`src/rtl/flash_prot_pkg.sv`:
```
package flash_prot_pkg;
  localparam logic [7:0] OP_WREN = 8'h06;
  localparam logic [7:0] OP_WRSR = 8'h01;
  localparam logic [7:0] OP_RDSR = 8'h05;
  localparam int unsigned WIP_BIT  = 0;
  localparam int unsigned PROT_LSB = 2;
  localparam int unsigned PROT_W   = 3;

  typedef enum logic [1:0] {E_IDLE, E_SETUP, E_HI, E_GAP} eng_st_e;

  typedef enum logic [2:0] {
    S_IDLE, S_WREN, S_WREN_W, S_WRSR, S_WRSR_W, S_POLL, S_POLL_W
  } seq_st_e;
endpackage

```
`src/rtl/spi_frame_eng.sv`:
```
module spi_frame_eng
  import flash_prot_pkg::*;
#(
  parameter int unsigned SCK_HALF = 2
) (
  input  logic        clk_i,
  input  logic        rst_ni,
  input  logic        start_i,
  input  logic        two_byte_i,
  input  logic [15:0] tx_i,
  output logic        sck_o,
  output logic        cs_no,
  output logic        mosi_o,
  input  logic        miso_i,
  output logic [7:0]  rx_o,
  output logic        done_o
);
  localparam int unsigned CW  = $clog2(2 * SCK_HALF) + 1;
  localparam int unsigned GAP = 2 * SCK_HALF;

  eng_st_e        st;
  logic [CW-1:0]  cnt;
  logic [4:0]     bits, nbits;
  logic [15:0]    sh;

  assign mosi_o = sh[15];

  always_ff @(posedge clk_i or negedge rst_ni) begin
    if (!rst_ni) begin
      st     <= E_IDLE;
      cnt    <= '0;
      bits   <= '0;
      nbits  <= '0;
      sh     <= '0;
      rx_o   <= '0;
      sck_o  <= 1'b0;
      cs_no  <= 1'b1;
      done_o <= 1'b0;
    end else begin
      done_o <= 1'b0;
      unique case (st)
        E_IDLE: if (start_i) begin
          sh    <= tx_i;
          nbits <= two_byte_i ? 5'd16 : 5'd8;
          bits  <= '0;
          cnt   <= '0;
          cs_no <= 1'b0;
          st    <= E_SETUP;
        end
        E_SETUP: begin
          if (cnt == CW'(SCK_HALF - 1)) begin
            cnt   <= '0;
            sck_o <= 1'b1;
            rx_o  <= {rx_o[6:0], miso_i};
            bits  <= bits + 5'd1;
            st    <= E_HI;
          end else cnt <= cnt + 1'b1;
        end
        E_HI: begin
          if (cnt == CW'(SCK_HALF - 1)) begin
            cnt   <= '0;
            sck_o <= 1'b0;
            if (bits == nbits) begin
              cs_no <= 1'b1;  // release right after last bit
              st    <= E_GAP;
            end else begin
              sh <= {sh[14:0], 1'b0};
              st <= E_SETUP;
            end
          end else cnt <= cnt + 1'b1;
        end
        E_GAP: begin
          if (cnt == CW'(GAP - 1)) begin
            cnt    <= '0;
            done_o <= 1'b1;
            st     <= E_IDLE;
          end else cnt <= cnt + 1'b1;
        end
        default: st <= E_IDLE;
      endcase
    end
  end

  // checker support: rising edges per frame, high time of chip select
  logic [4:0]    rise_cnt;
  logic [CW-1:0] hi_cnt;
  logic          sck_q;
  always_ff @(posedge clk_i or negedge rst_ni) begin
    if (!rst_ni) begin
      rise_cnt <= '0;
      hi_cnt   <= CW'(GAP);
      sck_q    <= 1'b0;
    end else begin
      sck_q <= sck_o;
      if (cs_no) rise_cnt <= '0;
      else if (sck_o && !sck_q) rise_cnt <= rise_cnt + 5'd1;
      if (!cs_no) hi_cnt <= '0;
      else if (hi_cnt != CW'(GAP)) hi_cnt <= hi_cnt + 1'b1;
    end
  end

  AST_SCK_IDLE_LOW: assert property (@(posedge clk_i) disable iff (!rst_ni)
    cs_no |-> !sck_o);
  AST_MOSI_STABLE_HI: assert property (@(posedge clk_i) disable iff (!rst_ni)
    (sck_o && $past(sck_o)) |-> $stable(mosi_o));
  AST_CS_RISE_COUNT: assert property (@(posedge clk_i) disable iff (!rst_ni)
    $rose(cs_no) |-> (rise_cnt == 5'd8 || rise_cnt == 5'd16));
  AST_CS_GAP: assert property (@(posedge clk_i) disable iff (!rst_ni)
    $fell(cs_no) |-> (hi_cnt >= CW'(GAP)));
endmodule

```
`src/rtl/wip_timer.sv`:
```
module wip_timer #(
  parameter int unsigned LIMIT = 800
) (
  input  logic clk_i,
  input  logic rst_ni,
  input  logic clr_i,
  input  logic en_i,
  output logic expired_o
);
  localparam int unsigned W = $clog2(LIMIT + 1);
  logic [W-1:0] cnt;

  assign expired_o = (cnt >= W'(LIMIT));

  always_ff @(posedge clk_i or negedge rst_ni) begin
    if (!rst_ni) cnt <= '0;
    else if (clr_i) cnt <= '0;
    else if (en_i && !expired_o) cnt <= cnt + 1'b1;
  end

  AST_TMR_HOLD: assert property (@(posedge clk_i) disable iff (!rst_ni)
    (expired_o && !clr_i) |=> expired_o);
  AST_TMR_CLEAR: assert property (@(posedge clk_i) disable iff (!rst_ni)
    clr_i |=> !expired_o);
endmodule

```
`src/rtl/flash_prot_seq.sv`:
```
module flash_prot_seq
  import flash_prot_pkg::*;
#(
  parameter int unsigned CLK_HZ     = 50_000_000,
  parameter int unsigned TIMEOUT_MS = 16,
  parameter int unsigned SCK_HALF   = 2
) (
  input  logic              clk_i,
  input  logic              rst_ni,
  input  logic              start_i,
  input  logic [PROT_W-1:0] prot_i,
  output logic              busy_o,
  output logic              done_o,
  output logic              err_o,
  output logic              spi_cs_no,
  output logic              spi_sck_o,
  output logic              spi_mosi_o,
  input  logic              spi_miso_i
);
  localparam int unsigned TIMEOUT_CYC = (CLK_HZ / 1000) * TIMEOUT_MS;

  seq_st_e           st;
  logic [PROT_W-1:0] prot_q;
  logic              eng_start, eng_two, eng_done;
  logic [15:0]       eng_tx;
  logic [7:0]        eng_rx;
  logic              tmr_clr, tmr_en, tmr_exp;
  logic [7:0]        wr_byte;

  assign wr_byte = 8'(prot_q) << PROT_LSB;
  assign busy_o  = (st != S_IDLE);
  assign tmr_en  = (st == S_POLL) || (st == S_POLL_W);

  always_ff @(posedge clk_i or negedge rst_ni) begin
    if (!rst_ni) begin
      st        <= S_IDLE;
      prot_q    <= '0;
      eng_start <= 1'b0;
      eng_two   <= 1'b0;
      eng_tx    <= '0;
      tmr_clr   <= 1'b0;
      done_o    <= 1'b0;
      err_o     <= 1'b0;
    end else begin
      eng_start <= 1'b0;
      tmr_clr   <= 1'b0;
      done_o    <= 1'b0;
      err_o     <= 1'b0;
      unique case (st)
        S_IDLE: if (start_i) begin
          prot_q <= prot_i;
          st     <= S_WREN;
        end
        S_WREN: begin
          eng_start <= 1'b1;
          eng_two   <= 1'b0;
          eng_tx    <= {OP_WREN, 8'h00};
          st        <= S_WREN_W;
        end
        S_WREN_W: if (eng_done) st <= S_WRSR;
        S_WRSR: begin
          eng_start <= 1'b1;
          eng_two   <= 1'b1;
          eng_tx    <= {OP_WRSR, wr_byte};
          st        <= S_WRSR_W;
        end
        S_WRSR_W: if (eng_done) begin
          tmr_clr <= 1'b1;
          st      <= S_POLL;
        end
        S_POLL: begin
          eng_start <= 1'b1;
          eng_two   <= 1'b1;
          eng_tx    <= {OP_RDSR, 8'h00};
          st        <= S_POLL_W;
        end
        S_POLL_W: if (eng_done) begin
          if (!eng_rx[WIP_BIT]) begin
            done_o <= 1'b1;
            st     <= S_IDLE;
          end else if (tmr_exp) begin
            err_o <= 1'b1;
            st    <= S_IDLE;
          end else st <= S_POLL;
        end
        default: st <= S_IDLE;
      endcase
    end
  end

  spi_frame_eng #(.SCK_HALF(SCK_HALF)) u_eng (
    .clk_i     (clk_i),
    .rst_ni    (rst_ni),
    .start_i   (eng_start),
    .two_byte_i(eng_two),
    .tx_i      (eng_tx),
    .sck_o     (spi_sck_o),
    .cs_no     (spi_cs_no),
    .mosi_o    (spi_mosi_o),
    .miso_i    (spi_miso_i),
    .rx_o      (eng_rx),
    .done_o    (eng_done)
  );

  wip_timer #(.LIMIT(TIMEOUT_CYC)) u_tmr (
    .clk_i    (clk_i),
    .rst_ni   (rst_ni),
    .clr_i    (tmr_clr),
    .en_i     (tmr_en),
    .expired_o(tmr_exp)
  );

  AST_DONE_ERR_EXCL: assert property (@(posedge clk_i) disable iff (!rst_ni)
    !(done_o && err_o));
  AST_DONE_PULSE: assert property (@(posedge clk_i) disable iff (!rst_ni)
    done_o |=> !done_o);
  AST_ERR_AFTER_BOUND: assert property (@(posedge clk_i) disable iff (!rst_ni)
    err_o |-> $past(tmr_exp));
  AST_END_IDLE: assert property (@(posedge clk_i) disable iff (!rst_ni)
    (done_o || err_o) |-> (!busy_o && spi_cs_no));
  AST_PROT_HELD: assert property (@(posedge clk_i) disable iff (!rst_ni)
    (busy_o && $past(busy_o)) |-> $stable(prot_q));
endmodule

```
`config.mk`:
```
export PLATFORM = sky130hd
export DESIGN_NAME = flash_prot_seq
export DESIGN_NICKNAME = d
export VERILOG_FILES = /design/src/rtl/flash_prot_pkg.sv /design/src/rtl/spi_frame_eng.sv /design/src/rtl/wip_timer.sv /design/src/rtl/flash_prot_seq.sv
export SDC_FILE = /design/constraint.sdc
export NUM_CORES = 1
export LEC_CHECK = 0
export BUFFER_PORTS_ARGS = -buffer_cell sky130_fd_sc_hd__buf_4
export CELL_PAD_IN_SITES_DETAIL_PLACEMENT = 0
export CELL_PAD_IN_SITES_GLOBAL_PLACEMENT = 1
export CORE_MARGIN = 2
export CORE_UTILIZATION = 50
export CTS_BUF_LIST = sky130_fd_sc_hd__clkbuf_4 sky130_fd_sc_hd__clkbuf_8 sky130_fd_sc_hd__clkbuf_16
export DETAILED_ROUTE_END_ITERATION = 6
export GPL_TIMING_DRIVEN = 0
export PLACE_DENSITY = 0.78
export SKIP_LAST_GASP = 1
export SLEW_MARGIN = 20
export SYNTH_ARGS = -nofsm -noshare
export SYNTH_HDL_FRONTEND = slang
export SYNTH_SLANG_ARGS = --single-unit
```
`constraint.sdc`:
```
create_clock -name clk_i -period 3.23 [get_ports clk_i]
set_input_delay 0.4845 -clock clk_i [delete_from_list [all_inputs] [get_ports clk_i]]
set_output_delay 0.4845 -clock clk_i [all_outputs]
set_load 0.02 [all_outputs]
```
* After elaboration in Yosys (flattened, before gate mapping)
Index checks and enable logic that the tools add are counted.
** Operators by class
- Add/subtract/negate cells :: 3
- $lt $le $gt $ge :: 1
- Eq/ne operators :: 22
- Multiplexer cells :: 48
- Reductions and logical operators :: 24
** Operators with widths (count)
- $mux 16 :: 3
- $pmux 16 s3 :: 1
- $mux 20 :: 2
- $pmux 16 s2 :: 1
- $mux 3 :: 9
- $pmux 3 s7 :: 1
- $add 20x1->20 const B :: 1
- $ge 20x20->1 const B :: 1
- $mux 1 :: 17
- $reduce_and 4->1 :: 4
- $mux 5 :: 3
- $ne 2x1->1 const B :: 7
- $mux 2 :: 5
- $pmux 5 s2 :: 1
- $reduce_bool 2->1 :: 5
- $eq 3x2->1 const B :: 3
- $eq 3x3->1 const B :: 3
- $pmux 3 s3 :: 1
- $pmux 2 s4 :: 1
- $eq 3x1->1 const B :: 2
- $ne 2x2->1 const B :: 3
- $pmux 1 s2 :: 3
- $reduce_and 2->1 :: 3
- $reduce_and 3->1 :: 2
- other kinds (13) :: 16
** Storage, ports and cells
- Bits in registers :: 82
- Input port bits :: 7
- Output and inout bits :: 6
- Logic and storage cells :: 116

* Longest topological paths before layout
- Word-level depth :: 5
- Gate-level depth with buffers :: 10
- Gate-level depth less buffers :: 7

* Cells and area by module
From an unflattened synthesis, not the netlist that was laid out.
** Unflattened totals
- Cells, all modules :: 374
- Area, all modules :: 3819.9 um^2
** Modules (own cells, without submodules)
- spi_frame_eng :: times used 1, cells an instance 185, area each 1999.4 um^2, seq. area each 977.2 um^2
- wip_timer :: times used 1, cells an instance 119, area each 1091.0 um^2, seq. area each 500.5 um^2
- flash_prot_seq :: times used 1, cells an instance 70, area each 729.4 um^2, seq. area each 425.4 um^2

* Worst setup path after synthesis
Ideal clock, no wire load.
- Path kind :: register to register
- Start point :: reg u_tmr.cnt[11]
- End point :: reg u_tmr.cnt[14]
- Setup time :: 0.078 ns
- Arrival time :: 1.890 ns
- Data required time :: 3.152 ns
- Setup slack :: 1.262 ns
- Stages on the path, launching flop included :: 8
- Path buffers :: 2
- Clock period less this slack :: 1.968 ns
- Path through :: dfrtp_1 -> buf_4 -> nor3_1 -> nor3_2 -> or2_1 -> clkbuf_2 -> or4_1 -> a21oi_1
** Between the ends
- Cells in the longest elaborated chain, start to end :: 4
- Elaborated cells on any way between the ends :: 7
- Those cells by class :: add/sub (1); order compare (1); mux (2); reduce/logical (3)
** Ends and longest elaborated chain
- start, declared :: RTL line wip_timer.sv:11 : logic [W-1:0] cnt;
- start signal, assigned :: RTL line wip_timer.sv:18 : else if (en_i && !expired_o) cnt <= cnt + 1'b1;
- $ge 20x20->1 :: RTL line wip_timer.sv:13 : assign expired_o = (cnt >= W'(LIMIT));
- $logic_not 1->1 :: RTL line wip_timer.sv:18
- $logic_and 1x1->1 :: RTL line wip_timer.sv:18
- $reduce_bool 2->1 (no line)
Several ways; a longest one is shown, not always the timed one. The select of a mux whose other input is x is not followed.
A chain may end at the register's enable or synchronous reset.

* Worst setup path after layout
- Start point :: reg u_eng.st[1]
- End point :: reg u_eng.sh[9]
** Between the ends
- Cells in the longest elaborated chain, start to end :: 3
- Elaborated cells on any way between the ends :: 8
- Those cells by class :: eq/ne (4); mux (1); reduce/logical (3)
** Ends and longest elaborated chain
- start, declared :: RTL line spi_frame_eng.sv:21 : eng_st_e st;
- start signal, assigned :: RTL line spi_frame_eng.sv:30 : st <= E_IDLE;
- start signal, assigned :: RTL line spi_frame_eng.sv:48 : st <= E_SETUP;
- start signal, assigned :: RTL line spi_frame_eng.sv:56 : st <= E_HI;
- $eq 2x2->1 / $logic_not 2->1 (equally long branches) :: RTL line spi_frame_eng.sv:41 : unique case (st)
- $ne 2x1->1 (no line) (tied with other cells)
- $reduce_and 4->1 (no line)
- end signal, assigned :: RTL line spi_frame_eng.sv:43 : sh <= tx_i;
- end signal, assigned :: RTL line spi_frame_eng.sv:67 : sh <= {sh[14:0], 1'b0};
- end, declared :: RTL line spi_frame_eng.sv:24 : logic [15:0] sh;
Several ways; a longest one is shown, not always the timed one.

==> impl_results.md <==
- Run status: finished, final reports clean
- Power per Cell Area: 805 nW/µm²
- M3 GR Usage: 0.0324
- PortBufs: 12
- PostCTS Resize Cnt: 0
- First-pass GRT wire length: 11,600 µm
- Cells after Synth: 335
- Die Area: 7490 µm²
- Layout area overhead: 12.5%
- Number of synthesized flops with an enable pin: 0
- Vias in the first global route: 2,369
- IO Count: 13
- CTS H-tree depth: 3
- DRC: 0
- R2R depth: 7
- Peak Freq: 439 MHz
- Site Rows: 30
- Final Hold Viols: 0
- Congestion Overflow GR: 0
- Nets: 377
- Cell Count, Final, Fillers Out: 443
- Layout cell share with drive strength beyond 1: 0.132
- Clk buf depth: 2
- Final critical-path share of the clock period: 0.706
- Utilization after layout: 0.573
- Initial Utilization: 0.510
- ANT cells: 0
- DIE HEIGHT: 86.5 µm
- Vias/cell: 5.74
- Most common cell after layout, fill and taps aside: dfrtp_1
- Setup TNS: 0 ps
- Net Count, Synth: 354
- R2r endpoint: u_eng.sh[9]$_DFFE_PN0P_
- WL/cell: 15.1 µm
- Reg2reg setup slack: 950 ps
- Max_cap viols: 0
- Synth async-reset ratio: 1.00
- DRT iter0 DRCs: 194
- Global-route met1 utilization: 0.268
- Antenna violations before repair: 0
- RSZ-0062 raised after global routing: no
- Commonest non-fill, non-tap cells in the layout: dfrtp_1 (66), nand2_1 (29), nor2_1 (28), inv_1 (18), a22o_1 (14)
- Max stage delay on crit path: 410 ps
- Dpl hpwl: 4570 µm
- Cell leakage power: 1.72 nW
- Post-Syn Area per Cell: 10.2 µm²
- Via Count: 2,543
- Worst-path cell chain: inv_1 -> ha_1 -> nor2b_1 -> o31a_1 -> clkbuf_1 -> clkbuf_1 -> o21ai_0
- Synthesized flop and latch total: 67
- Critical Path Sink Type: flop
- Reg2Reg Launch Point: u_eng.st[1]$_DFFE_PN0P_
- Final Max Tran Viols: 0
- Max VDD drop: 317 µV
- Rel. slew slack: 0.401
- CTS clk-pin slew, worst paths: 70 ps
- ANT nets after route: 0
- Predominant post-synthesis flop cell: dfrtp_1
- GRT met2 Usage: 0.312
- Worst path required time: 3430 ps
- Distinct cells, synth: 53
- CTS buffer count: 9
- CP max stage cell: dfrtp_1
- 1st-pass router iterations: 5
- CTS tree: built
- Post-CTS Setup Inserts: 0
- Seq/Total Area, Yosys: 0.493
- Critical Path Source Type: flop
- GPL Wtd Cong: 0.774
- Clk_lat worst skew: 340 ps
- Clock Sinks: 67
- Setup violators final: 0
- Min Tclk post-route: 2280 ps
- Die X: 86.5 µm
- Placed instance count: 427
- Post-CTS Hold Buffers: 0
- Drt total wl: 6700 µm
- Root Buffer: clkbuf_8
- GRT busiest layer: met2
- Worst-path maximum fanout: 10
- CP dominant cell by count: clkbuf_1
- Clk_skew: 7.94 ps
- Yosys warnings: 0
- Worst slew pin tran: 891 ps
- Critical path class: flop to flop
- HP Class: input pin to async pin
- Largest net degree at the start of global routing: 68
- Syn Std Cell Area: 3410 µm²
- Worst EP arrival: 2480 ps
- Total GRT Usage: 0.196
- CORE AREA: 6680 µm²
## per-layer routing
layer	vias to the layer above	share of wire
met3	10	0.026
li1	1244	-
met1	1258	0.47
met4	0	0.017
met5	-	0
met2	31	0.49
## layout make-up
cell class                 instances  area [µm²]
fill                             600        2850
buffer                            16        67.6
sequential                        67        1680
timing repair buffer              12        90.1
tap                               80         100
clock inverter                     5        83.8
multi-input combinational        234        1590
clock buffer                      11         151
inverter                          18        67.6
## power by group
| part | total, W | internal, W | switching, W | leakage (nW) |
|---|---|---|---|---|
| Sequential | 0.00125 | 0.00107 | 0.000179 | 0.853 |
| Clock | 0.000809 | 0.000480 | 0.000330 | 0.112 |
| Combinational | 0.00103 | 0.000439 | 0.000589 | 0.758 |
| Total | 0.00308 | 0.00199 | 0.00110 | 1.72 |
## cells in the mapped netlist (3+ instances only)
master,count,area [µm²]
a21o_1,3,22.5
mux2_2,8,90.1
a21oi_1,13,65.1
nor2_1,28,105
nand3_1,8,40.0
xor2_1,3,26.3
ha_1,12,150
and2_1,3,18.8
o21ai_0,12,60.1
clkbuf_1,11,41.3
o31ai_1,4,30.0
mux2_1,3,33.8
nor3_1,12,60.1
and4_1,4,35.0
nand4_1,8,50.1
a22o_1,14,123
o22ai_1,4,25.0
and3_1,6,37.5
nand2_1,29,109
nand2b_1,6,37.5
mux2i_1,7,70.1
inv_1,18,67.6
nor2b_1,5,31.3
xnor2_1,10,87.6
dfrtp_1,66,1650
## how the worst max path moves through the flow
stage | cells past startpoint | startpoint | endpoint | slack (ps)
global route | 7 | u_eng.st[0]$_DFFE_PN0P_ | u_eng.sh[9]$_DFFE_PN0P_ | 680
CTS | 7 | u_eng.st[1]$_DFFE_PN0P_ | u_eng.sh[9]$_DFFE_PN0P_ | 930
floorplan | 7 | u_tmr.cnt[11]$_DFFE_PN0P_ | u_tmr.cnt[14]$_DFFE_PN0P_ | 1260
finish | 7 | u_eng.st[1]$_DFFE_PN0P_ | u_eng.sh[9]$_DFFE_PN0P_ | 950
detailed placement | 7 | u_eng.st[1]$_DFFE_PN0P_ | u_eng.sh[8]$_DFFE_PN0P_ | 940
global placement | 7 | u_eng.st[0]$_DFFE_PN0P_ | u_eng.sh[9]$_DFFE_PN0P_ | 950
## cells by family (layout without fill, tap and decap cells)
group                      Yosys count  after routing  synth area share
and+or+nand+nor                    121            121             0.186
AOI/OAI and AO/OA                   70             70             0.147
DFF                                 67             67             0.493
buffers and inverters               34             62            0.0397
muxes                               18             18            0.0569
xor gates and xnor gates            13             13            0.0334
adders and majority gates           12             12            0.0441
## worst max-delay path, delay by kind of cell (launching register included)
family                   cells  cell delay, ps
flip-flops                   1             410
AND/OR/NAND/NOR              1             370
buffers and inverters        3             820
adder cells (fa/ha/maj)      1             190
AO/OA/AOI/OAI                2             360
## per-stage QoR
step           area [µm²]  setup WS [ps]  total power, W  hold slack (ps)
2_1_floorplan        3410           1260         0.00203              189
3_3_place_gp         3600            947         0.00227              469
3_5_place_dp         3600            937         0.00230              471
4_1_cts              3830            927         0.00312              282
5_1_grt              3830            678         0.00333              322
6_report             3830            950         0.00308              245
## state kept, by name (all words and copies together), names as in the netlist, 2 cells and up
register and count:
u_eng.cnt 3, u_eng.nbits 2, u_eng.st 2, eng_tx 6, u_tmr.cnt 20, prot_q 3, u_eng.bits 5, st 3
u_eng.sh 14
Power figures use the tool's default switching activity.
